`src/rtl/spi_stat_pkg.sv`:
```
package spi_stat_pkg;
    localparam int WORD_W   = 16;
    localparam int ADDR_W   = 3;
    localparam int NREG     = 1 << ADDR_W;
    localparam int NFLT     = 4;
    localparam int SEL_W    = 5;
    localparam int NIB_W    = 4;
    localparam logic [ADDR_W-1:0] SEL_ADDR = '0;

    typedef struct packed {
        logic [ADDR_W-1:0]            addr;
        logic                         wd;
        logic [WORD_W-ADDR_W-2:0]     body;
    } cmd_t;

    typedef struct packed {
        logic              wd;
        logic              uv;
        logic              ov;
        logic [SEL_W-1:0]  echo;
        logic [NFLT-1:0]   fault;
        logic [NIB_W-1:0]  nib;
    } stat_t;

    function automatic stat_t build_status(input cmd_t prev, input logic uv,
                                           input logic ov, input logic [NFLT-1:0] flt,
                                           input logic [NIB_W-1:0] nib);
        stat_t s;
        s.wd    = prev.wd;
        s.uv    = uv;
        s.ov    = ov;
        s.echo  = prev.body[SEL_W-1:0];
        s.fault = flt;
        s.nib   = nib;
        return s;
    endfunction

    function automatic logic frame_len_ok(input logic [31:0] n);
        return (n != 0) && ((n % WORD_W) == 0);
    endfunction
endpackage

```
`src/rtl/sync_chain.sv`:
```
module sync_chain #(
    parameter int   STAGES  = 2,
    parameter logic RST_VAL = 1'b0
) (
    input  logic clk,
    input  logic rst,
    input  logic d,
    output logic q
);
    logic [STAGES-1:0] r;

    always_ff @(posedge clk) begin
        if (rst) r <= {STAGES{RST_VAL}};
        else     r <= {r[STAGES-2:0], d};
    end

    assign q = r[STAGES-1];
endmodule

```
`src/rtl/sync_edge.sv`:
```
module sync_edge #(
    parameter int   STAGES  = 2,
    parameter logic RST_VAL = 1'b0
) (
    input  logic clk,
    input  logic rst,
    input  logic d,
    output logic q,
    output logic rise,
    output logic fall
);
    logic q_d;

    sync_chain #(.STAGES(STAGES), .RST_VAL(RST_VAL)) i_chain (
        .clk(clk), .rst(rst), .d(d), .q(q)
    );

    always_ff @(posedge clk) begin
        if (rst) q_d <= RST_VAL;
        else     q_d <= q;
    end

    assign rise = q & ~q_d;
    assign fall = ~q & q_d;
endmodule

```
`src/rtl/spi_shift.sv`:
```
module spi_shift import spi_stat_pkg::*; #(
    parameter int CNT_W = 8
) (
    input  logic              clk,
    input  logic              rst,
    input  logic              active,
    input  logic              start,
    input  logic              sck_rise,
    input  logic              sck_fall,
    input  logic              si_s,
    input  logic [WORD_W-1:0] load,
    output logic              so_bit,
    output logic [WORD_W-1:0] rx_word,
    output logic              len_ok
);
    localparam logic [CNT_W-1:0] CNT_MAX = '1;

    logic [WORD_W-1:0] tx_q, rx_q;
    logic              hold_q;
    logic [CNT_W-1:0]  cnt_q;

    always_ff @(posedge clk) begin
        if (rst) begin
            tx_q   <= '0;
            rx_q   <= '0;
            hold_q <= 1'b0;
            cnt_q  <= '0;
        end else if (start) begin
            tx_q  <= load;
            cnt_q <= '0;
        end else if (active) begin
            if (sck_rise) begin
                rx_q   <= {rx_q[WORD_W-2:0], si_s};
                hold_q <= si_s;
                if (cnt_q != CNT_MAX) cnt_q <= cnt_q + 1'b1;
            end
            if (sck_fall) tx_q <= {tx_q[WORD_W-2:0], hold_q};
        end
    end

    assign so_bit  = tx_q[WORD_W-1];
    assign rx_word = rx_q;
    assign len_ok  = frame_len_ok(32'(cnt_q));
endmodule

```
`src/rtl/spi_cmd_regs.sv`:
```
module spi_cmd_regs import spi_stat_pkg::*; (
    input  logic              clk,
    input  logic              rst,
    input  logic              commit,
    input  cmd_t              rx_cmd,
    input  logic [NFLT-1:0]   flt_in,
    input  logic              uv_in,
    input  logic              ov_in,
    input  logic [NIB_W-1:0]  nib_in,
    output stat_t             status,
    output logic [SEL_W-1:0]  stat_sel,
    output logic [NREG-1:0]   wr_en,
    output logic [WORD_W-1:0] wr_data
);
    cmd_t            prev_q;
    logic [NFLT-1:0] flt_q;
    logic            uv_q, ov_q;

    always_ff @(posedge clk) begin
        if (rst) begin
            prev_q   <= '0;
            flt_q    <= '0;
            uv_q     <= 1'b0;
            ov_q     <= 1'b0;
            stat_sel <= '0;
            wr_en    <= '0;
            wr_data  <= '0;
        end else begin
            wr_en <= '0;
            if (commit) begin
                prev_q  <= rx_cmd;
                wr_en   <= NREG'(1) << rx_cmd.addr;
                wr_data <= rx_cmd;
                if (rx_cmd.addr == SEL_ADDR) stat_sel <= rx_cmd.body[SEL_W-1:0];
                flt_q <= flt_in;
                uv_q  <= uv_in;
                ov_q  <= ov_in;
            end else begin
                flt_q <= flt_q | flt_in;
                uv_q  <= uv_q | uv_in;
                ov_q  <= ov_q | ov_in;
            end
        end
    end

    assign status = build_status(prev_q, uv_q, ov_q, flt_q, nib_in);
endmodule

```
`src/rtl/spi_status_frontend.sv`:
```
module spi_status_frontend import spi_stat_pkg::*; #(
    parameter int CNT_W       = 8,
    parameter int SYNC_STAGES = 2
) (
    input  logic              clk,
    input  logic              rst,
    input  logic              sclk,
    input  logic              cs_n,
    input  logic              si,
    output logic              so,
    output logic              so_oe,
    input  logic [NFLT-1:0]   fault_in,
    input  logic              uv_in,
    input  logic              ov_in,
    input  logic [NIB_W-1:0]  stat_nib,
    output logic [SEL_W-1:0]  stat_sel,
    output logic [NREG-1:0]   reg_wr_en,
    output logic [WORD_W-1:0] reg_wr_data
);
    logic cs_q, cs_rise, cs_fall;
    logic sck_q, sck_rise, sck_fall;
    logic si_s, so_bit, len_ok, oe_q;
    logic [WORD_W-1:0] rx_word;
    stat_t status;

    sync_edge #(.STAGES(SYNC_STAGES), .RST_VAL(1'b1)) i_cs_sync (
        .clk(clk), .rst(rst), .d(cs_n), .q(cs_q), .rise(cs_rise), .fall(cs_fall)
    );

    sync_edge #(.STAGES(SYNC_STAGES), .RST_VAL(1'b0)) i_sck_sync (
        .clk(clk), .rst(rst), .d(sclk), .q(sck_q), .rise(sck_rise), .fall(sck_fall)
    );

    sync_chain #(.STAGES(SYNC_STAGES + 1), .RST_VAL(1'b0)) i_si_sync (
        .clk(clk), .rst(rst), .d(si), .q(si_s)
    );

    spi_shift #(.CNT_W(CNT_W)) i_shift (
        .clk(clk), .rst(rst), .active(~cs_q), .start(cs_fall),
        .sck_rise(sck_rise), .sck_fall(sck_fall), .si_s(si_s),
        .load(status), .so_bit(so_bit), .rx_word(rx_word), .len_ok(len_ok)
    );

    spi_cmd_regs i_regs (
        .clk(clk), .rst(rst), .commit(cs_rise & len_ok), .rx_cmd(cmd_t'(rx_word)),
        .flt_in(fault_in), .uv_in(uv_in), .ov_in(ov_in), .nib_in(stat_nib),
        .status(status), .stat_sel(stat_sel), .wr_en(reg_wr_en), .wr_data(reg_wr_data)
    );

    always_ff @(posedge clk) begin
        if (rst) oe_q <= 1'b0;
        else     oe_q <= ~cs_q;
    end

    assign so_oe = oe_q;
    assign so    = oe_q & so_bit;

    logic unused_sck;
    assign unused_sck = sck_q;
endmodule

```
`config.mk`:
```
export PLATFORM = sky130hd
export DESIGN_NAME = spi_status_frontend
export DESIGN_NICKNAME = d
export VERILOG_FILES = /design/src/rtl/spi_stat_pkg.sv /design/src/rtl/sync_chain.sv /design/src/rtl/sync_edge.sv /design/src/rtl/spi_shift.sv /design/src/rtl/spi_cmd_regs.sv /design/src/rtl/spi_status_frontend.sv
export SDC_FILE = /design/constraint.sdc
export NUM_CORES = 1
export LEC_CHECK = 0
export BUFFER_PORTS_ARGS = -buffer_cell sky130_fd_sc_hd__buf_4
export CORE_MARGIN = 2
export CORE_UTILIZATION = 61
export DETAILED_ROUTE_END_ITERATION = 10
export PLACE_DENSITY = 0.84
export SYNTH_ARGS = -nofsm -noshare
export SYNTH_HDL_FRONTEND = slang
export SYNTH_SLANG_ARGS = --single-unit
```
`constraint.sdc`:
```
create_clock -name clk -period 2.3 [get_ports clk]
set_input_delay 0.23 -clock clk [delete_from_list [all_inputs] [get_ports clk]]
set_output_delay 0.23 -clock clk [all_outputs]
set_load 0.01 [all_outputs]
```
==> results_tabular.tex, run 1 <==
\begin{tabular}{lr}
\hline
Metric & Value \\
\hline
\multicolumn{2}{l}{\textbf{STA}} \\
\quad Maximum frequency from static timing analysis & 0.564 GHz \\
\quad Final Hold Fails & 0 \\
\quad Number of slew-limit violations in the final report & 0 \\
\quad Transition time at the pin with the least slew margin & 826 ps \\
\quad Setup\_tns & 0 ps \\
\quad Final setup violating endpoints & 0 \\
\quad Post-layout min period & 1770 ps \\
\quad Normalized max-slew margin & 44.7\% \\
\quad RSZ-0062 raised after global routing & false \\
\quad Post-route clock skew & 9.64 ps \\
\quad Post-route fraction of the period consumed by the critical path & 77.0\% \\
\multicolumn{2}{l}{\textbf{Floorplanning}} \\
\quad Chip Width & 79.3 um \\
\quad Standard-cell rows & 27 \\
\quad Area of the core & 0.00551 mm2 \\
\quad Die outline area & 0.00629 mm2 \\
\quad DIE HEIGHT & 79.3 um \\
\quad Num ports & 46 \\
\quad Starting density of the core & 62.8\% \\
\multicolumn{2}{l}{\textbf{Worst setup path}} \\
\quad Worst setup path category & flop to flop \\
\quad Startpoint of the worst setup timing path & i\_shift.cnt\_q[2] \\
\quad Worst-path cell with the longest stage delay & dfxtp\_1 \\
\quad Biggest cell delay along the critical path & 770 ps \\
\quad R2R Setup Slk & 530 ps \\
\quad Data arrival time of the critical path & 2050 ps \\
\quad Crit-path leading delay family & flip-flops \\
\quad Reg2reg start & i\_shift.cnt\_q[2] \\
\quad Category of the worst setup path launch point & flop \\
\quad Endpoint type of the worst setup path & flop \\
\quad List of cells traversed by the critical path & inv\_1, nand4\_2, mux2i\_1 \\
\quad Critical path buffer and inverter count & 1 \\
\quad Reg-to-Reg End & i\_regs.stat\_sel[1] \\
\quad Maximum fanout along the worst path & 22 \\
\quad Critical Path RT & 2580 ps \\
\quad Cell depth of the worst flop-to-flop path & 3 \\
\multicolumn{2}{l}{\textbf{Clock tree}} \\
\quad Number of setup buffers added after CTS & 0 \\
\quad Source-to-sink clock delay at the later pin of the worst-skew pair & 350 ps \\
\quad Number of hold-repair buffers added at the cts stage & 0 \\
\quad CTS Buffer Depth & 2 \\
\quad Clock tree root buffer cell & clkbuf\_8 \\
\quad CTS buffer count & 9 \\
\quad Clock tree from TritonCTS & yes \\
\quad Sinks on Clock Net & 85 \\
\quad Number of resized instances in the post-cts repair step & 0 \\
\quad Htree depth & 3 \\
\quad Clock-pin transition on the worst setup and hold timing paths & 90 ps \\
\multicolumn{2}{l}{\textbf{Synth}} \\
\quad Post-Synthesis Cells & 361 \\
\quad Netlist area before placement & 0.00346 mm2 \\
\quad Share of the yosys chip area belonging to registers & 49.2\% \\
\quad Number of enable-type register cells in the synthesized netlist & 0 \\
\quad Count of state elements after synthesis & 85 \\
\quad Number of distinct library cells after synthesis & 47 \\
\quad Yosys warning count & 0 \\
\quad Syn\_area\_per\_cell & 9.58 um2 \\
\quad Most numerous cell types in the synthesized netlist & dfxtp\_1, nand2\_1, mux2i\_1 \\
\quad Net count of the mapped netlist & 378 \\
\quad Most frequently used flop master after synthesis & dfxtp\_1 \\
\quad Cell taking the most area after synthesis & dfxtp\_1 \\
\quad Async set-or-reset flop fraction in the synthesized netlist & 0\% \\
\quad Largest cells by area after synthesis & dfxtp\_1, mux2i\_1, nand2\_1, a211oi\_1, a21oi\_1 \\
\quad Proportion of netlist area held by the largest area contributor & 49.2\% \\
\quad Most used standard cell by instance count after synthesis & dfxtp\_1 \\
\multicolumn{2}{l}{\textbf{Routing}} \\
\quad First-pass DRT Iterations & 5 \\
\quad Post-detailed-route via-to-cell ratio & 5.84 \\
\quad Routed WL & 7.17 mm \\
\quad Post-route ant nets & 0 \\
\quad Mean routed wirelength per cell & 15.2 um \\
\quad DRT iter0 DRCs & 146 \\
\quad DR vias & 2743 \\
\quad Detailed-route DRC error count & 0 \\
\multicolumn{2}{l}{\textbf{Global routing}} \\
\quad Wire length of the first global-routing pass & 11.9 mm \\
\quad Initial antenna violation count & 0 \\
\quad Maximum number of pins on one net before global-route repair & 45 \\
\quad Via count of the first global-routing pass & 2516 \\
\quad Total global routing track utilization & 24.6\% \\
\quad Overall overflow remaining after global route & 0 \\
\multicolumn{2}{l}{\textbf{Hold path}} \\
\quad Worst hold endpoint & i\_cs\_sync.i\_chain.r[0] \\
\quad Number of instances on the worst hold path & 2 \\
\quad Start point of the worst min-delay path & cs\_n \\
\quad Class of the tightest hold or removal check & input port to flop \\
\multicolumn{2}{l}{\textbf{Power and ir drop}} \\
\quad PD cells & 658 mW/mm2 \\
\quad Maximum resistive drop on vdd & 0.452 mV \\
\quad Leakage component of the power & 1.43 nW \\
\multicolumn{2}{l}{\textbf{Finish}} \\
\quad Fraction of layout cells with a size suffix above 1 & 20.4\% \\
\quad Synth-to-Final Area Change & 13.9\% \\
\quad Count of inserted antenna diode cells & 0 \\
\quad Number of nets at the end of the flow & 410 \\
\quad Area of all placed cells without fillers & 0.00394 mm2 \\
\multicolumn{2}{l}{\textbf{Run status}} \\
\quad Outcome & complete, no violations \\
\multicolumn{2}{l}{\textbf{Place}} \\
\quad Placer's final routability congestion estimate & 0.794 \\
\quad Placed wire-length estimate & 4.88 mm \\
\quad Post-Place Cell Area & 0.00376 mm2 \\
\quad Port Buffers & 45 \\
\multicolumn{2}{l}{\textbf{Run}} \\
\quad Max\_cap viols & 0 \\
\hline
\end{tabular}
through the flow:
stage | power [mW] | std cells | setup WS (ps) | util [%] | hold WS (ps)
finish | 2.59 | 470 | 528 | 71.6 | 61.6
global route | 2.70 | 470 | 398 | 71.6 | 31.7
CTS | 2.62 | 470 | 562 | 71.6 | 40.8
detailed placement | 1.66 | 454 | 584 | 68.2 | 399
global placement | 1.66 | 454 | 642 | 68.2 | 394
floorplan | 1.63 | 361 | 871 | - | 334
metal layers:
| metal | track usage (%) | vias up | routed length (um) | part of all wire, % |
|---|---|---|---|---|
| met4 | 8.97 | 0 | 84 | 1.2 |
| met1 | 33.3 | 1299 | 3380 | 47 |
| met3 | 7.61 | 8 | 366 | 5.1 |
| met5 | 0 | - | 0 | 0 |
| li1 | - | 1358 | - | - |
| met2 | 36.9 | 78 | 3330 | 46 |
cell families after synthesis:
family,after synthesis,share of synthesized area (%)
and+or+nand+nor,134,21.5
DFF,85,49.2
AOI/OAI and AO/OA,72,13.9
buffers and inverters,37,5.72
muxes,31,9.01
adders and majority gates,2,0.723
layout make-up:
type                       instances  area [um2]
timing repair buffer              50         375
sequential                        85        1700
fill                             435        1570
clock buffer                      10         138
inverter                           8        30.0
tap                               72        90.1
multi-input combinational        239        1560
clock inverter                     6        46.3
worst max-delay path by stage:
stage | endpoint | cells past startpoint
floorplan | i_shift.cnt_q[0] | 4
global route | i_regs.stat_sel[0] | 3
finish | i_regs.stat_sel[1] | 3
global placement | i_regs.wr_data[15] | 4
detailed placement | i_regs.stat_sel[1] | 3
CTS | i_regs.stat_sel[1] | 3
where the power goes:
part	switching [mW]	internal, mW	total (mW)	leakage [nW]
sequential	0.0192	1.50	1.52	0.690
clock	0.535	0.429	0.964	0.0893
combinational	0.0588	0.0504	0.109	0.651
state kept, by name, indices dropped and copies added (netlist names):
signal / cells
i_cs_sync.i_chain.r: 2
i_cs_sync.q_d: 1
i_regs.flt_q: 4
i_regs.ov_q: 1
i_regs.stat_sel: 5
i_regs.status: 4
i_regs.uv_q: 1
i_regs.wr_data: 12
i_regs.wr_en: 8
i_sck_sync.i_chain.r: 2
i_sck_sync.q_d: 1
i_shift.cnt_q: 8
i_shift.rx_word: 16
i_shift.tx_q: 16
i_si_sync.r: 3
so_oe: 1
cell usage in the layout, fill, tap and decap left out, types with 3 or more instances in the layout:
master    count
buf_4        50
nor2_1       18
nand4_1       9
or2_2         3
clkbuf_8     10
nand3_1       6
a21oi_1      29
inv_1         7
mux2i_1      30
and3_1        3
o31ai_1      12
a22o_1        4
nor3_1        5
nor2b_1      12
a211oi_1     20
nand2_1      52
dfxtp_1      85
a41oi_1       3
nor4_1        5
Note: power is estimated with default switching activity, not from simulation.
==> run 2, diff against run 1 <==
Settings changed: CORE_UTILIZATION 61 to 57, PLACE_DENSITY 0.84 to 0.79.
Clock period 2.3 ns to 1.8 ns, I/O delays scaled along.
==> run 2 against run 1 <==
Against the previous run:
- fmax up 11%
- combinational power up 35%
- register-to-register slack lost 330 ps
- highest routed layer unchanged
==> results_tabular.tex, run 2 (same netlist as run 1, synthesis figures left out) <==
\begin{tabular}{lr}
\hline
Metric & Value \\
\hline
\multicolumn{2}{l}{\textbf{Worst setup path}} \\
\quad Worst setup path category & flop to flop \\
\quad Maximum fanout along the worst path & 16 (-27\%) \\
\quad R2R Setup Slk & 200 ps (-330 ps) \\
\quad Critical Path RT & 2030 ps (-550 ps) \\
\quad Category of the worst setup path launch point & flop \\
\quad Endpoint type of the worst setup path & flop \\
\quad Cell depth of the worst flop-to-flop path & 3 (unchanged) \\
\quad Reg2reg start & i\_cs\_sync.i\_chain.r[1] \\
\quad Data arrival time of the critical path & 1840 ps (-210 ps) \\
\quad Reg-to-Reg End & i\_shift.rx\_word[6] \\
\multicolumn{2}{l}{\textbf{Hold path}} \\
\quad Class of the tightest hold or removal check & input port to flop \\
\quad Worst hold endpoint & i\_cs\_sync.i\_chain.r[0] \\
\quad Number of instances on the worst hold path & 2 (unchanged) \\
\quad Start point of the worst min-delay path & cs\_n \\
\multicolumn{2}{l}{\textbf{Clock tree}} \\
\quad CTS buffer count & 9 (unchanged) \\
\quad Source-to-sink clock delay at the later pin of the worst-skew pair & 350 ps (about the same) \\
\quad CTS Buffer Depth & 2 (unchanged) \\
\quad Clock-pin transition on the worst setup and hold timing paths & 80 ps (about the same) \\
\quad Sinks on Clock Net & 85 (unchanged) \\
\quad Number of hold-repair buffers added at the cts stage & 0 (unchanged) \\
\quad Clock tree from TritonCTS & yes \\
\quad Clock tree root buffer cell & clkbuf\_8 \\
\quad Htree depth & 3 (unchanged) \\
\quad Number of setup buffers added after CTS & 0 (unchanged) \\
\quad Number of resized instances in the post-cts repair step & 0 (unchanged) \\
\multicolumn{2}{l}{\textbf{Run status}} \\
\quad Outcome & complete, no violations \\
\multicolumn{2}{l}{\textbf{Routing}} \\
\quad DRT iter0 DRCs & 139 (-4.8\%) \\
\quad DR vias & 2691 (-1.9\%) \\
\quad Post-detailed-route via-to-cell ratio & 5.59 (-4.1\%) \\
\quad First-pass DRT Iterations & 4 (-1) \\
\quad Detailed-route DRC error count & 0 (unchanged) \\
\quad Post-route ant nets & 0 (unchanged) \\
\quad Mean routed wirelength per cell & 15.1 um (-0.77\%) \\
\quad Routed WL & 7.28 mm (+1.5\%) \\
\multicolumn{2}{l}{\textbf{STA}} \\
\quad Maximum frequency from static timing analysis & 0.624 GHz (+11\%) \\
\quad Transition time at the pin with the least slew margin & 530 ps (-296 ps) \\
\quad RSZ-0062 raised after global routing & false \\
\quad Normalized max-slew margin & 64.4\% (+20 points) \\
\quad Number of slew-limit violations in the final report & 0 (unchanged) \\
\quad Post-route clock skew & 10.3 ps (+0.648 ps) \\
\quad Setup\_tns & 0 ps (unchanged) \\
\quad Final Hold Fails & 0 (unchanged) \\
\quad Final setup violating endpoints & 0 (unchanged) \\
\quad Post-route fraction of the period consumed by the critical path & 89.0\% (+12 points) \\
\quad Post-layout min period & 1600 ps (-170 ps) \\
\multicolumn{2}{l}{\textbf{Finish}} \\
\quad Synth-to-Final Area Change & 16.6\% \\
\quad End-of-flow core utilization & 68.5\% (-3.0 points) \\
\quad Most used cells in the layout excluding fill and tap cells & dfxtp\_1, buf\_4, nand2\_1 \\
\quad Count of inserted antenna diode cells & 0 (unchanged) \\
\quad Fraction of layout cells with a size suffix above 1 & 21.7\% (+1.3 points) \\
\quad Commonest non-fill, non-tap cell in the layout & dfxtp\_1 \\
\quad Number of nets at the end of the flow & 418 (+2.0\%) \\
\multicolumn{2}{l}{\textbf{Floorplanning}} \\
\quad Area of the core & 0.00589 mm2 (+6.9\%) \\
\quad DIE HEIGHT & 81.9 um (+3.3\%) \\
\quad Starting density of the core & 58.8\% (-4.0 points) \\
\quad Die outline area & 0.00671 mm2 (+6.7\%) \\
\quad Num ports & 46 (unchanged) \\
\quad Standard-cell rows & 28 (+3.7\%) \\
\quad Chip Width & 81.9 um (+3.3\%) \\
\multicolumn{2}{l}{\textbf{Global routing}} \\
\quad Initial antenna violation count & 0 (unchanged) \\
\quad Via count of the first global-routing pass & 2549 (+1.3\%) \\
\quad Overall overflow remaining after global route & 0 (unchanged) \\
\quad Wire length of the first global-routing pass & 12.1 mm (+1.4\%) \\
\quad Total global routing track utilization & 23.5\% (-1.1 points) \\
\quad Maximum number of pins on one net before global-route repair & 38 (-16\%) \\
\multicolumn{2}{l}{\textbf{Place}} \\
\quad Placer's final routability congestion estimate & 0.822 (+3.6\%) \\
\quad Port Buffers & 45 (unchanged) \\
\quad Placed wire-length estimate & 5.09 mm (+4.3\%) \\
\multicolumn{2}{l}{\textbf{Run}} \\
\quad Max\_cap viols & 0 (unchanged) \\
\multicolumn{2}{l}{\textbf{Power and ir drop}} \\
\quad Leakage component of the power & 1.49 nW (+4.0\%) \\
\quad Maximum resistive drop on vdd & 0.599 mV (+32\%) \\
\quad PD cells & 851 mW/mm2 (+29\%) \\
\hline
\end{tabular}
## run 2: worst max path at each step
stage | end | slack, ps | startpoint
after CTS | i_shift.rx_word[6] | 200 | i_cs_sync.i_chain.r[1]
final | i_shift.rx_word[6] | 200 | i_cs_sync.i_chain.r[1]
after detailed placement | i_shift.rx_word[6] | 200 | i_cs_sync.i_chain.r[1]
after global routing | i_shift.rx_word[11] | 50 | i_cs_sync.i_chain.r[1]
after global placement | i_shift.rx_word[2] | 250 | i_cs_sync.i_chain.r[1]
after floorplan | i_shift.cnt_q[0] | 370 | i_cs_sync.i_chain.r[1]
## run 2: worst max-delay path: stages (launching register included)
cell and delay [ps]:
dfxtp_1 420, or4b_1 820, nand2_1 180, a21oi_1 70
## run 2: through the flow
stage	std cells	power [mW]	hold slack (ps)	instance area, um2	setup WS [ps]
after floorplan	361	2.08	284	3460	371
after global placement	465	2.13	368	3830	249
after detailed placement	465	2.13	369	3830	199
after CTS	481	3.45	5.68	4030	195
after global routing	481	3.56	11.5	4030	47.8
final	481	3.43	18.7	4030	198
## run 2: area by class of cell
type | instances | area (um2)
inverter | 8 | 30.0
clock buffer | 11 | 141
sequential | 85 | 1700
tap | 75 | 93.8
timing repair buffer | 58 | 448
clock inverter | 5 | 60.1
multi-input combinational | 239 | 1560
fill | 467 | 1850
## run 2: metal layers
metal	global-route usage [%]	vias up	part of all wire [%]
met5	0	-	0
met4	8.00	0	1.3
met3	6.15	7	5.9
met2	35.8	74	45
met1	32.3	1240	48
li1	-	1370	-
## run 2: power breakdown
group / internal, mW / total, mW / switching, mW
clock: 0.682 / 1.34 / 0.661
sequential: 1.92 / 1.94 / 0.0232
combinational: 0.0704 / 0.147 / 0.0768
==> run 3, diff against run 2 <==
Settings changed: CTS_BUF_LIST set to sky130_fd_sc_hd__clkbuf_16.
==> run 3 against run 2 <==
Against the previous run:
- first-iteration DRC count increased by 12%
- global-route usage increased by 0.69 points
- die area unchanged
- cell count unchanged
- cell area increased by 2.3%
- sequential share of layout area decreased by 0.93 points
- via count increased by 2.1%
- setup slack got worse by 17 ps
- non-clock buffer count unchanged
- sequential power about the same
- clock power increased by 33%
- critical endpoint is now i_shift.rx_word[0]
- largest cell class unchanged
==> results_tabular.tex, run 3 (same netlist as run 1, synthesis figures left out) <==
\begin{tabular}{lr}
\hline
Metric & Value \\
\hline
\multicolumn{2}{l}{\textbf{STA}} \\
\quad Final Hold Fails & 0 (unchanged) \\
\quad Post-route clock skew & 5.49 ps (-4.80 ps) \\
\quad Number of slew-limit violations in the final report & 0 (unchanged) \\
\quad Final setup violating endpoints & 0 (unchanged) \\
\quad RSZ-0062 raised after global routing & false \\
\quad Post-route fraction of the period consumed by the critical path & 90.0\% (+0.94 points) \\
\quad Normalized max-slew margin & 63.5\% (-0.82 points) \\
\quad Transition time at the pin with the least slew margin & 542 ps (+12.1 ps) \\
\quad Setup\_tns & 0 ps (unchanged) \\
\quad Maximum frequency from static timing analysis & 0.618 GHz (-1.0\%) \\
\quad Post-layout min period & 1620 ps (+17.0 ps) \\
\multicolumn{2}{l}{\textbf{Power and ir drop}} \\
\quad PD cells & 937 mW/mm2 (+10\%) \\
\quad Maximum resistive drop on vdd & 0.660 mV (+10\%) \\
\quad Leakage component of the power & 1.53 nW (+3.0\%) \\
\multicolumn{2}{l}{\textbf{Finish}} \\
\quad Number of nets at the end of the flow & 418 (unchanged) \\
\quad Count of inserted antenna diode cells & 0 (unchanged) \\
\quad Most used cells in the layout excluding fill and tap cells & dfxtp\_1, buf\_4, nand2\_1 \\
\quad Fraction of layout cells with a size suffix above 1 & 21.4\% (-0.25 points) \\
\quad Final Non-Filler Cells & 481 (unchanged) \\
\quad Synth-to-Final Area Change & 19.3\% \\
\quad Commonest non-fill, non-tap cell in the layout & dfxtp\_1 \\
\multicolumn{2}{l}{\textbf{Clock tree}} \\
\quad Number of resized instances in the post-cts repair step & 0 (unchanged) \\
\quad CTS Buffer Depth & 2 (unchanged) \\
\quad CTS buffer count & 9 (unchanged) \\
\quad Clock tree root buffer cell & clkbuf\_16 \\
\quad Sinks on Clock Net & 85 (unchanged) \\
\quad Number of setup buffers added after CTS & 0 (unchanged) \\
\quad Clock tree from TritonCTS & yes \\
\quad Clock-pin transition on the worst setup and hold timing paths & 60 ps (-20 ps) \\
\quad Number of hold-repair buffers added at the cts stage & 0 (unchanged) \\
\quad Source-to-sink clock delay at the later pin of the worst-skew pair & 330 ps (-20 ps) \\
\quad Htree depth & 3 (unchanged) \\
\multicolumn{2}{l}{\textbf{Floorplanning}} \\
\quad Num ports & 46 (unchanged) \\
\quad Die outline area & 0.00671 mm2 (unchanged) \\
\quad Starting density of the core & 58.8\% (unchanged) \\
\quad Standard-cell rows & 28 (unchanged) \\
\quad Chip Width & 81.9 um (unchanged) \\
\quad Area of the core & 0.00589 mm2 (unchanged) \\
\quad DIE HEIGHT & 81.9 um (unchanged) \\
\multicolumn{2}{l}{\textbf{Worst setup path}} \\
\quad Category of the worst setup path launch point & flop \\
\quad Crit-path leading delay family & simple AND/OR/NAND/NOR gates \\
\quad Biggest cell delay along the critical path & 820 ps (about the same) \\
\quad Data arrival time of the critical path & 1830 ps (about the same) \\
\quad Endpoint type of the worst setup path & flop \\
\quad Critical Path RT & 2010 ps (-20 ps) \\
\quad Worst setup path category & flop to flop \\
\quad Maximum fanout along the worst path & 16 (unchanged) \\
\quad List of cells traversed by the critical path & or4b\_1, nand2\_1, a21oi\_1 \\
\quad Worst-path cell with the longest stage delay & or4b\_1 \\
\quad Critical path buffer and inverter count & 0 (unchanged) \\
\multicolumn{2}{l}{\textbf{Hold path}} \\
\quad Class of the tightest hold or removal check & input port to flop \\
\multicolumn{2}{l}{\textbf{Global routing}} \\
\quad Maximum number of pins on one net before global-route repair & 38 (unchanged) \\
\quad Overall overflow remaining after global route & 0 (unchanged) \\
\quad Wire length of the first global-routing pass & 12.4 mm (+2.5\%) \\
\quad Initial antenna violation count & 0 (unchanged) \\
\quad Via count of the first global-routing pass & 2589 (+1.6\%) \\
\quad Total global routing track utilization & 24.2\% (+0.69 points) \\
\multicolumn{2}{l}{\textbf{Place}} \\
\quad Placer's final routability congestion estimate & 0.822 (unchanged) \\
\quad Port Buffers & 45 (unchanged) \\
\quad Placed wire-length estimate & 5.09 mm (unchanged) \\
\quad Placed cells & 465 (unchanged) \\
\multicolumn{2}{l}{\textbf{Run status}} \\
\quad Outcome & complete, no violations \\
\multicolumn{2}{l}{\textbf{Routing}} \\
\quad DR vias & 2748 (+2.1\%) \\
\quad Post-detailed-route via-to-cell ratio & 5.71 (+2.1\%) \\
\quad Post-route ant nets & 0 (unchanged) \\
\quad First-pass DRT Iterations & 4 (unchanged) \\
\quad Routed WL & 7.36 mm (+1.2\%) \\
\quad Detailed-route DRC error count & 0 (unchanged) \\
\quad DRT iter0 DRCs & 155 (+12\%) \\
\quad Mean routed wirelength per cell & 15.3 um (+1.2\%) \\
\multicolumn{2}{l}{\textbf{Run}} \\
\quad Max\_cap viols & 0 (unchanged) \\
\hline
\end{tabular}
run 3: where the power goes:
part           total (mW)  internal [mW]  switching (mW)  leakage, nW
combinational       0.147         0.0704          0.0768        0.698
clock                1.78           1.07           0.711        0.144
sequential           1.94           1.92          0.0229        0.690
total                3.87           3.06           0.811         1.53
run 3: final timing paths:
path	endpoint	cells past startpoint	from	slack [ps]
max	i_shift.rx_word[0]	3	i_cs_sync.i_chain.r[1]	180
min	i_cs_sync.i_chain.r[0]	2	cs_n	30
max reg2reg	i_shift.rx_word[0]	3	i_cs_sync.i_chain.r[1]	180
min reg2reg	i_cs_sync.i_chain.r[1]	1	i_cs_sync.i_chain.r[0]	420
run 3: area by class of cell:
cell class	count	area [um2]
Tap cell	75	93.8
Clock buffer	9	225
Multi-Input combinational cell	239	1560
Timing Repair Buffer	58	448
Inverter	8	30.0
Clock inverter	7	67.6
Fill cell	460	1760
Sequential cell	85	1700
run 3: metrics by stage:
stage,hold WS [ps],area [um2],power [mW],util [%],setup WS (ps)
floorplan,284,3460,2.08,-,371
global route,36.9,4130,3.99,70.1,52.4
finish,33.0,4130,3.87,70.1,181
global placement,368,3830,2.13,65.1,249
CTS,25.9,4130,3.90,70.1,181
detailed placement,369,3830,2.13,65.1,199
run 3: per-layer routing:
metal,routed length (um),global-route usage [%]
met1,3380,33.1
met2,3380,36.7
met3,418,4.07
met4,184,12.2
met5,0,0
